$ cat src/rtl/dbg2w_pkg.sv
package dbg2w_pkg;
  localparam int unsigned BYTE_W    = 8;
  localparam int unsigned MAX_ARGS  = 3;
  localparam int unsigned MAX_REPLY = 2;
  localparam int unsigned TX_W      = BYTE_W * (MAX_ARGS + 1);
  localparam int unsigned RX_W      = BYTE_W * MAX_REPLY;
  localparam int unsigned OUT_CNT_W = $clog2(TX_W + 1);
  localparam int unsigned IN_CNT_W  = $clog2(RX_W + 1);
  localparam int unsigned ENTRY_PULSES = 2;
  localparam int unsigned ENTRY_HALVES = 2 * ENTRY_PULSES + 1;
  localparam int unsigned EXIT_HALVES  = 2;
  localparam int unsigned SEQ_CNT_W    = $clog2(ENTRY_HALVES + 1);

  typedef enum logic [1:0] {
    ST_IDLE,
    ST_ENTRY,
    ST_EXIT,
    ST_XFER
  } seq_state_e;

  typedef struct packed {
    logic [BYTE_W-1:0]          cmd;
    logic [BYTE_W*MAX_ARGS-1:0] args;
    logic [1:0]                 nargs;
    logic [1:0]                 nreply;
  } frame_t;
endpackage

$ cat src/rtl/dbg2w_tick.sv
module dbg2w_tick #(
  parameter int unsigned DIV_W = 8
) (
  input  logic             clk_i,
  input  logic             rst_ni,
  input  logic             run_i,
  input  logic [DIV_W-1:0] div_i,
  output logic             tick_o
);
  logic [DIV_W-1:0] cnt_q;

  always_ff @(posedge clk_i or negedge rst_ni) begin
    if (!rst_ni)                      cnt_q <= '0;
    else if (!run_i || cnt_q == div_i) cnt_q <= '0;
    else                              cnt_q <= cnt_q + 1'b1;
  end

  assign tick_o = run_i && (cnt_q == div_i);
endmodule

$ cat src/rtl/dbg2w_shift.sv
module dbg2w_shift
  import dbg2w_pkg::*;
(
  input  logic            clk_i,
  input  logic            rst_ni,
  input  logic            load_i,
  input  frame_t          frame_i,
  input  logic            step_i,
  input  logic            data_i,
  output logic            data_o,
  output logic            oe_o,
  output logic [RX_W-1:0] reply_o,
  output logic            last_o
);
  logic [TX_W-1:0]      tx_q;
  logic [RX_W-1:0]      rx_q;
  logic [OUT_CNT_W-1:0] out_left_q;
  logic [IN_CNT_W-1:0]  in_left_q;
  logic                 oe_q;
  logic [1:0]           nrep_c;
  logic                 writing;

  // reply count clamp
  assign nrep_c  = (frame_i.nreply > 2'(MAX_REPLY)) ? 2'(MAX_REPLY) : frame_i.nreply;
  assign writing = (out_left_q != '0);
  assign last_o  = step_i && (writing ? (out_left_q == OUT_CNT_W'(1) && in_left_q == '0)
                                      : (in_left_q == IN_CNT_W'(1)));

  always_ff @(posedge clk_i or negedge rst_ni) begin
    if (!rst_ni) begin
      tx_q       <= '0;
      rx_q       <= '0;
      out_left_q <= '0;
      in_left_q  <= '0;
      oe_q       <= 1'b1;
    end else if (load_i) begin
      tx_q       <= {frame_i.cmd, frame_i.args};
      rx_q       <= '0;
      out_left_q <= OUT_CNT_W'(BYTE_W * (int'(frame_i.nargs) + 1));
      in_left_q  <= IN_CNT_W'(BYTE_W * int'(nrep_c));
      oe_q       <= 1'b1;
    end else if (step_i) begin
      if (writing) begin
        tx_q       <= {tx_q[TX_W-2:0], 1'b0};
        out_left_q <= out_left_q - 1'b1;
        if (out_left_q == OUT_CNT_W'(1) && in_left_q != '0) oe_q <= 1'b0;
      end else begin
        rx_q      <= {rx_q[RX_W-2:0], data_i};
        in_left_q <= in_left_q - 1'b1;
      end
      if (last_o) begin
        oe_q <= 1'b1;
        tx_q <= '0;
      end
    end
  end

  assign data_o  = oe_q & tx_q[TX_W-1];
  assign oe_o    = oe_q;
  assign reply_o = rx_q;
endmodule

$ cat src/rtl/dbg2w_ctrl.sv
module dbg2w_ctrl
  import dbg2w_pkg::*;
(
  input  logic clk_i,
  input  logic rst_ni,
  input  logic entry_req_i,
  input  logic exit_req_i,
  input  logic frame_valid_i,
  input  logic tick_i,
  input  logic last_i,
  output logic start_o,
  output logic load_o,
  output logic step_o,
  output logic run_o,
  output logic busy_o,
  output logic done_o,
  output logic dbg_clk_o,
  output logic dbg_rst_no
);
  seq_state_e           state_q;
  logic [SEQ_CNT_W-1:0] hcnt_q;
  logic                 clk_q, rst_n_q, done_q;
  logic                 idle;

  assign idle    = (state_q == ST_IDLE);
  assign start_o = idle && (entry_req_i || exit_req_i || frame_valid_i);
  assign load_o  = idle && !entry_req_i && !exit_req_i && frame_valid_i;
  assign step_o  = (state_q == ST_XFER) && tick_i && clk_q;
  assign run_o   = !idle;

  always_ff @(posedge clk_i or negedge rst_ni) begin
    if (!rst_ni) begin
      state_q <= ST_IDLE;
      hcnt_q  <= '0;
      clk_q   <= 1'b0;
      rst_n_q <= 1'b1;
      done_q  <= 1'b0;
    end else begin
      done_q <= 1'b0;
      unique case (state_q)
        ST_IDLE: begin
          hcnt_q <= '0;
          clk_q  <= 1'b0;
          if (entry_req_i) begin
            state_q <= ST_ENTRY;
            rst_n_q <= 1'b0;
          end else if (exit_req_i) begin
            state_q <= ST_EXIT;
            rst_n_q <= 1'b0;
          end else if (frame_valid_i) begin
            state_q <= ST_XFER;
          end
        end
        ST_ENTRY: if (tick_i) begin
          if (hcnt_q == SEQ_CNT_W'(ENTRY_HALVES - 1)) begin
            state_q <= ST_IDLE;
            rst_n_q <= 1'b1;
            clk_q   <= 1'b0;
            done_q  <= 1'b1;
          end else begin
            hcnt_q <= hcnt_q + 1'b1;
            clk_q  <= ~clk_q;
          end
        end
        ST_EXIT: if (tick_i) begin
          if (hcnt_q == SEQ_CNT_W'(EXIT_HALVES - 1)) begin
            state_q <= ST_IDLE;
            rst_n_q <= 1'b1;
            done_q  <= 1'b1;
          end else begin
            hcnt_q <= hcnt_q + 1'b1;
          end
        end
        ST_XFER: if (tick_i) begin
          clk_q <= ~clk_q;
          if (step_o && last_i) begin
            state_q <= ST_IDLE;
            done_q  <= 1'b1;
          end
        end
        default: state_q <= ST_IDLE;
      endcase
    end
  end

  assign busy_o     = !idle;
  assign done_o     = done_q;
  assign dbg_clk_o  = clk_q;
  assign dbg_rst_no = rst_n_q;
endmodule

$ cat src/rtl/dbg2w_master.sv
module dbg2w_master
  import dbg2w_pkg::*;
#(
  parameter int unsigned DIV_W = 8
) (
  input  logic             clk_i,
  input  logic             rst_ni,
  input  logic [DIV_W-1:0] div_i,
  input  logic             entry_req_i,
  input  logic             exit_req_i,
  input  logic             frame_valid_i,
  input  logic [7:0]       frame_cmd_i,
  input  logic [23:0]      frame_args_i,
  input  logic [1:0]       frame_nargs_i,
  input  logic [1:0]       frame_nreply_i,
  output logic             busy_o,
  output logic             done_o,
  output logic [15:0]      reply_o,
  output logic             dbg_clk_o,
  output logic             dbg_rst_no,
  output logic             dbg_data_o,
  output logic             dbg_data_oe_o,
  input  logic             dbg_data_i
);
  logic [DIV_W-1:0] div_q;
  logic start, load, step, run, tick, last;
  frame_t frame;

  assign frame = '{cmd: frame_cmd_i, args: frame_args_i,
                   nargs: frame_nargs_i, nreply: frame_nreply_i};

  always_ff @(posedge clk_i or negedge rst_ni) begin
    if (!rst_ni)    div_q <= '0;
    else if (start) div_q <= div_i;
  end

  dbg2w_tick #(.DIV_W(DIV_W)) u_tick (
    .clk_i  (clk_i),
    .rst_ni (rst_ni),
    .run_i  (run),
    .div_i  (div_q),
    .tick_o (tick)
  );

  dbg2w_ctrl u_ctrl (
    .clk_i         (clk_i),
    .rst_ni        (rst_ni),
    .entry_req_i   (entry_req_i),
    .exit_req_i    (exit_req_i),
    .frame_valid_i (frame_valid_i),
    .tick_i        (tick),
    .last_i        (last),
    .start_o       (start),
    .load_o        (load),
    .step_o        (step),
    .run_o         (run),
    .busy_o        (busy_o),
    .done_o        (done_o),
    .dbg_clk_o     (dbg_clk_o),
    .dbg_rst_no    (dbg_rst_no)
  );

  dbg2w_shift u_shift (
    .clk_i   (clk_i),
    .rst_ni  (rst_ni),
    .load_i  (load),
    .frame_i (frame),
    .step_i  (step),
    .data_i  (dbg_data_i),
    .data_o  (dbg_data_o),
    .oe_o    (dbg_data_oe_o),
    .reply_o (reply_o),
    .last_o  (last)
  );
endmodule

$ cat config.mk
export PLATFORM = sky130hd
export DESIGN_NAME = dbg2w_master
export DESIGN_NICKNAME = d
export VERILOG_FILES = /design/src/rtl/dbg2w_pkg.sv /design/src/rtl/dbg2w_tick.sv /design/src/rtl/dbg2w_shift.sv /design/src/rtl/dbg2w_ctrl.sv /design/src/rtl/dbg2w_master.sv
export SDC_FILE = /design/constraint.sdc
export NUM_CORES = 1
export LEC_CHECK = 0
export ABC_AREA = 1
export BUFFER_PORTS_ARGS = -buffer_cell sky130_fd_sc_hd__buf_2
export CORE_ASPECT_RATIO = 0.8
export CORE_MARGIN = 4
export CORE_UTILIZATION = 35
export DETAILED_ROUTE_END_ITERATION = 6
export PLACE_DENSITY = 0.58
export SLEW_MARGIN = 20
export SYNTH_ARGS = -nofsm -noshare
export SYNTH_HDL_FRONTEND = slang
export SYNTH_HIERARCHICAL = 1
export SYNTH_SLANG_ARGS = --single-unit
$ cat constraint.sdc
create_clock -name clk_i -period 3.1 [get_ports clk_i]
set_input_delay 0 -clock clk_i [delete_from_list [all_inputs] [get_ports clk_i]]
set_output_delay 0 -clock clk_i [all_outputs]
set_load 0.01 [all_outputs]
==> key figures <==
Global routing
  – First-pass GRT wire length: 18.5 mm
  – Congestion Overflow GR: 0
  – Vias in the first global route: 4081
  – Met1 Use GR: around a fifth
  – Global Route met2 Usage: about a quarter
  – GRT busiest layer: met2
  – GRT Total Usage: 15.0%
  – GR Util met3: 4.37%
  – Initial antenna violation count: 0
  – Largest net degree at the start of global routing: 74

Synthesis
  – Area share of the largest cell type after synthesis: 44.7%
  – Synthesized area: between 4000 and 5000 um2
  – Synth area leader: dfrtp_1
  – Synth Area per Inst: 7.74 um2
  – Compound-cell area share of the yosys netlist: a little over 8%
  – Number of library cell types mapped by synthesis: 34
  – Syn Nets: 659
  – Synthesized-area fraction occupied by adder cells: under 10%
  – Post-Synthesis Cells: 593
  – Largest family of logic cells by synthesized area: simple AND/OR/NAND/NOR gates
  – Post-synthesis sequential element count: 84
  – Synth warnings: 6
  – Post-Synth XOR/XNOR Area: 2.48%
  – Mux contribution to synthesized area: 0%
  – Seq/Total Area, Yosys: 45.9%
  – Top cells by area, synth: dfrtp_1 (45%), nand2_1 (14%), inv_1 (6.3%)
  – Simple logic cell fraction of the synthesized area: 29.2%

CTS
  – Worst-case clock buffer depth: 2
  – CTS tree: yes
  – Clock slew at reported path FFs: 60 ps
  – Postcts setup bufs: 0
  – Clk sinks: between 80 and 90
  – Clock Latency Late Sink: 340 ps
  – CTS HTree Levels: 3
  – Root Buffer: clkbuf_16
  – TritonCTS buffer count: 9
  – Cts repair resizes: 0

Power and ir drop
  – Pwr dens: 746 nW/um2
  – Total power: roughly 4.3 mW
  – Leak: 3.09 nW
  – VDD IR max: between 200 and 300 uV

Timing
  – RSZ-0062 raised after global routing: no
  – Post-Route Setup TNS: 0 ps
  – Final Slew Violations: 0
  – Worst slew pin tran: 930 ps
  – Setup Viol. Count Final: 0
  – Final critical-path share of the clock period: 90.6%
  – Maximum clock frequency: between 0.3 and 0.4 GHz
  – Final period demand of the worst path: 2810 ps
  – Rel. slew slack: 38.0%
  – Fin Clk Skew: 9.14 ps
  – Final Hold Viols: 0

Die
  – Core Region: 12800 um2
  – Die Span Y: 110 um
  – Die area: between 15000 and 20000 um2
  – Row count: 37
  – Die Wd: approximately 140 um
  – Initial Util: 35.8%
  – I/O pin total: 72

Final layout
  – Area Overhead vs Synth: 25.8%
  – Leading cell type in the layout, fill and taps excluded: nand2_1
  – Ratio of cells with drive above 1 in the final layout: 17.1%
  – Most frequent cells in the layout: nand2_1 (170), dfrtp_1 (82), inv_1 (77)
  – # diodes: 0
  – Nets: approximately 760

Worst setup path
  – Worst flop-to-flop path startpoint: u_ctrl/state_q[0]
  – Arrival time at the worst endpoint: 3080 ps
  – Crit path from: u_ctrl/state_q[0]
  – WP data required: 3370 ps
  – Crit. End Element: register
  – Startpoint type of the worst setup path: register
  – CP delay by family, top: buffers and inverters
  – Sum of buffers and inverters on the critical path: 6
  – Max FO, Critical Path: 15
  – Slowest-stage cell, CP: inv_1
  – Largest stage delay, worst path: 540 ps
  – Critical path, cell by cell: inv_1, ha_1, inv_1, inv_1, nor2_1, buf_4, nand3_1, inv_1, nand4_1, inv_1, nand2_1, a21oi_1
  – WS Path Type: register to register
  – Most used cell, CP: inv_1

Routing
  – Routed WL: 10.6 mm
  – Vias post-DR: 4045
  – DRT iter0 DRCs: 196
  – Routed WL per cell: about 12 um
  – Number of nets with antenna violations after routing: 0
  – Vias per cell: 4.61
  – DR pass1 iterations: 4
  – # DRC: 0

Placed design
  – Port bufs: 71
  – DP HPWL: 7.09 mm
  – Final GP Congestion: 0.746

Worst hold path
  – Hold_sp: frame_nargs_i[1]
  – HP Class: input pin to register

Flow run
  – Max-cap violation count: 0

Outcome
  – Status: finished clean
==> metal layers <==
| metal | wire, um | vias to the layer above |
|---|---|---|
| met2 | 5170 | 70 |
| met3 | 449 | 8 |
| li1 | - | 2061 |
| met1 | 4900 | 1906 |
| met5 | 0 | - |
| met4 | 93 | 0 |
==> metrics by stage <==
| stage | area, um2 | std cells | setup WS, ps | hold WS [ps] | util, % |
|---|---|---|---|---|---|
| 2_1_floorplan | 4590 | 593 | 426 | -296 | - |
| 3_3_place_gp | 5060 | 822 | 368 | 200 | 39.5 |
| 3_5_place_dp | 5060 | 822 | 335 | 208 | 39.5 |
| 4_1_cts | 5770 | 878 | 314 | 0.572 | 45.0 |
| 5_1_grt | 5770 | 878 | 37.1 | 14.5 | 45.0 |
| 6_report | 5770 | 878 | 291 | 9.81 | 45.0 |
==> power breakdown <==
group	switching, mW	total [mW]	internal [mW]
clock	0.441	1.11	0.669
combinational	0.850	1.47	0.622
sequential	0.260	1.73	1.47
total	1.55	4.31	2.76
==> worst min-delay path: stages <==
cell and delay (ps):
buf_2 80, ha_1 120, nand2_1 50, nand3_1 70
==> sequential cells by signal, summed over array words and instances, names as in the netlist <==
signal	count
div_q	8
u_ctrl/dbg_clk_o	1
u_ctrl/dbg_rst_no	1
u_ctrl/done_o	1
u_ctrl/hcnt_q	3
u_ctrl/state_q	2
u_shift/in_left_q	5
u_shift/oe_o	1
u_shift/out_left_q	6
u_shift/reply_o	16
u_shift/tx_q	32
u_tick/cnt_q	8
==> synth_stat cells (all sizes together) <==
cell	n
o211ai	3
o21ai	16
o22ai	2
buf	18
nor2	64
xnor2	6
nor3	4
o21a	1
nand3b	1
clkbuf	5
xor2	7
o221ai	1
a31oi	1
ha	16
nand3	59
dfstp	2
nand4	3
nand2	178
a21oi	38
dfrtp	82
o31ai	5
inv	81
==> layout make-up <==
type,count,area [um2]
Fill cell,1274,7050
Multi-Input combinational cell,405,2030
Tap cell,175,219
Clock inverter,5,58.8
Inverter,81,304
Timing Repair Buffer,117,803
Sequential cell,84,2100
Clock buffer,11,253
==> timing repair <==
action                                 in CTS  in global routing
endpoints found under the hold margin     108                  0
setup endpoints to repair                   0                  0
hold buffers                               40                  0
==> kinds of logic (layout without fill, tap and decap cells) <==
| kind of cell | Yosys count | after routing |
|---|---|---|
| DFF | 84 | 84 |
| and+or+nand+nor | 309 | 309 |
| xor gates and xnor gates | 13 | 13 |
| buffers and inverters | 104 | 214 |
| adders and majority gates | 16 | 16 |
| AOI/OAI and AO/OA | 67 | 67 |
==> final timing paths <==
path                                          to  slack [ps]  cells after the start
hold / removal             u_shift/out_left_q[5]          10                      4
max in group asynchronous       u_shift/tx_q[31]        2020                      3
setup / recovery            u_shift/in_left_q[0]         290                     12
hold reg to reg                u_ctrl/dbg_rst_no         470                      2
setup reg to reg            u_shift/in_left_q[0]         290                     12
min in group asynchronous        u_shift/tx_q[5]         340                      2
Power figures use the tool's default switching activity.
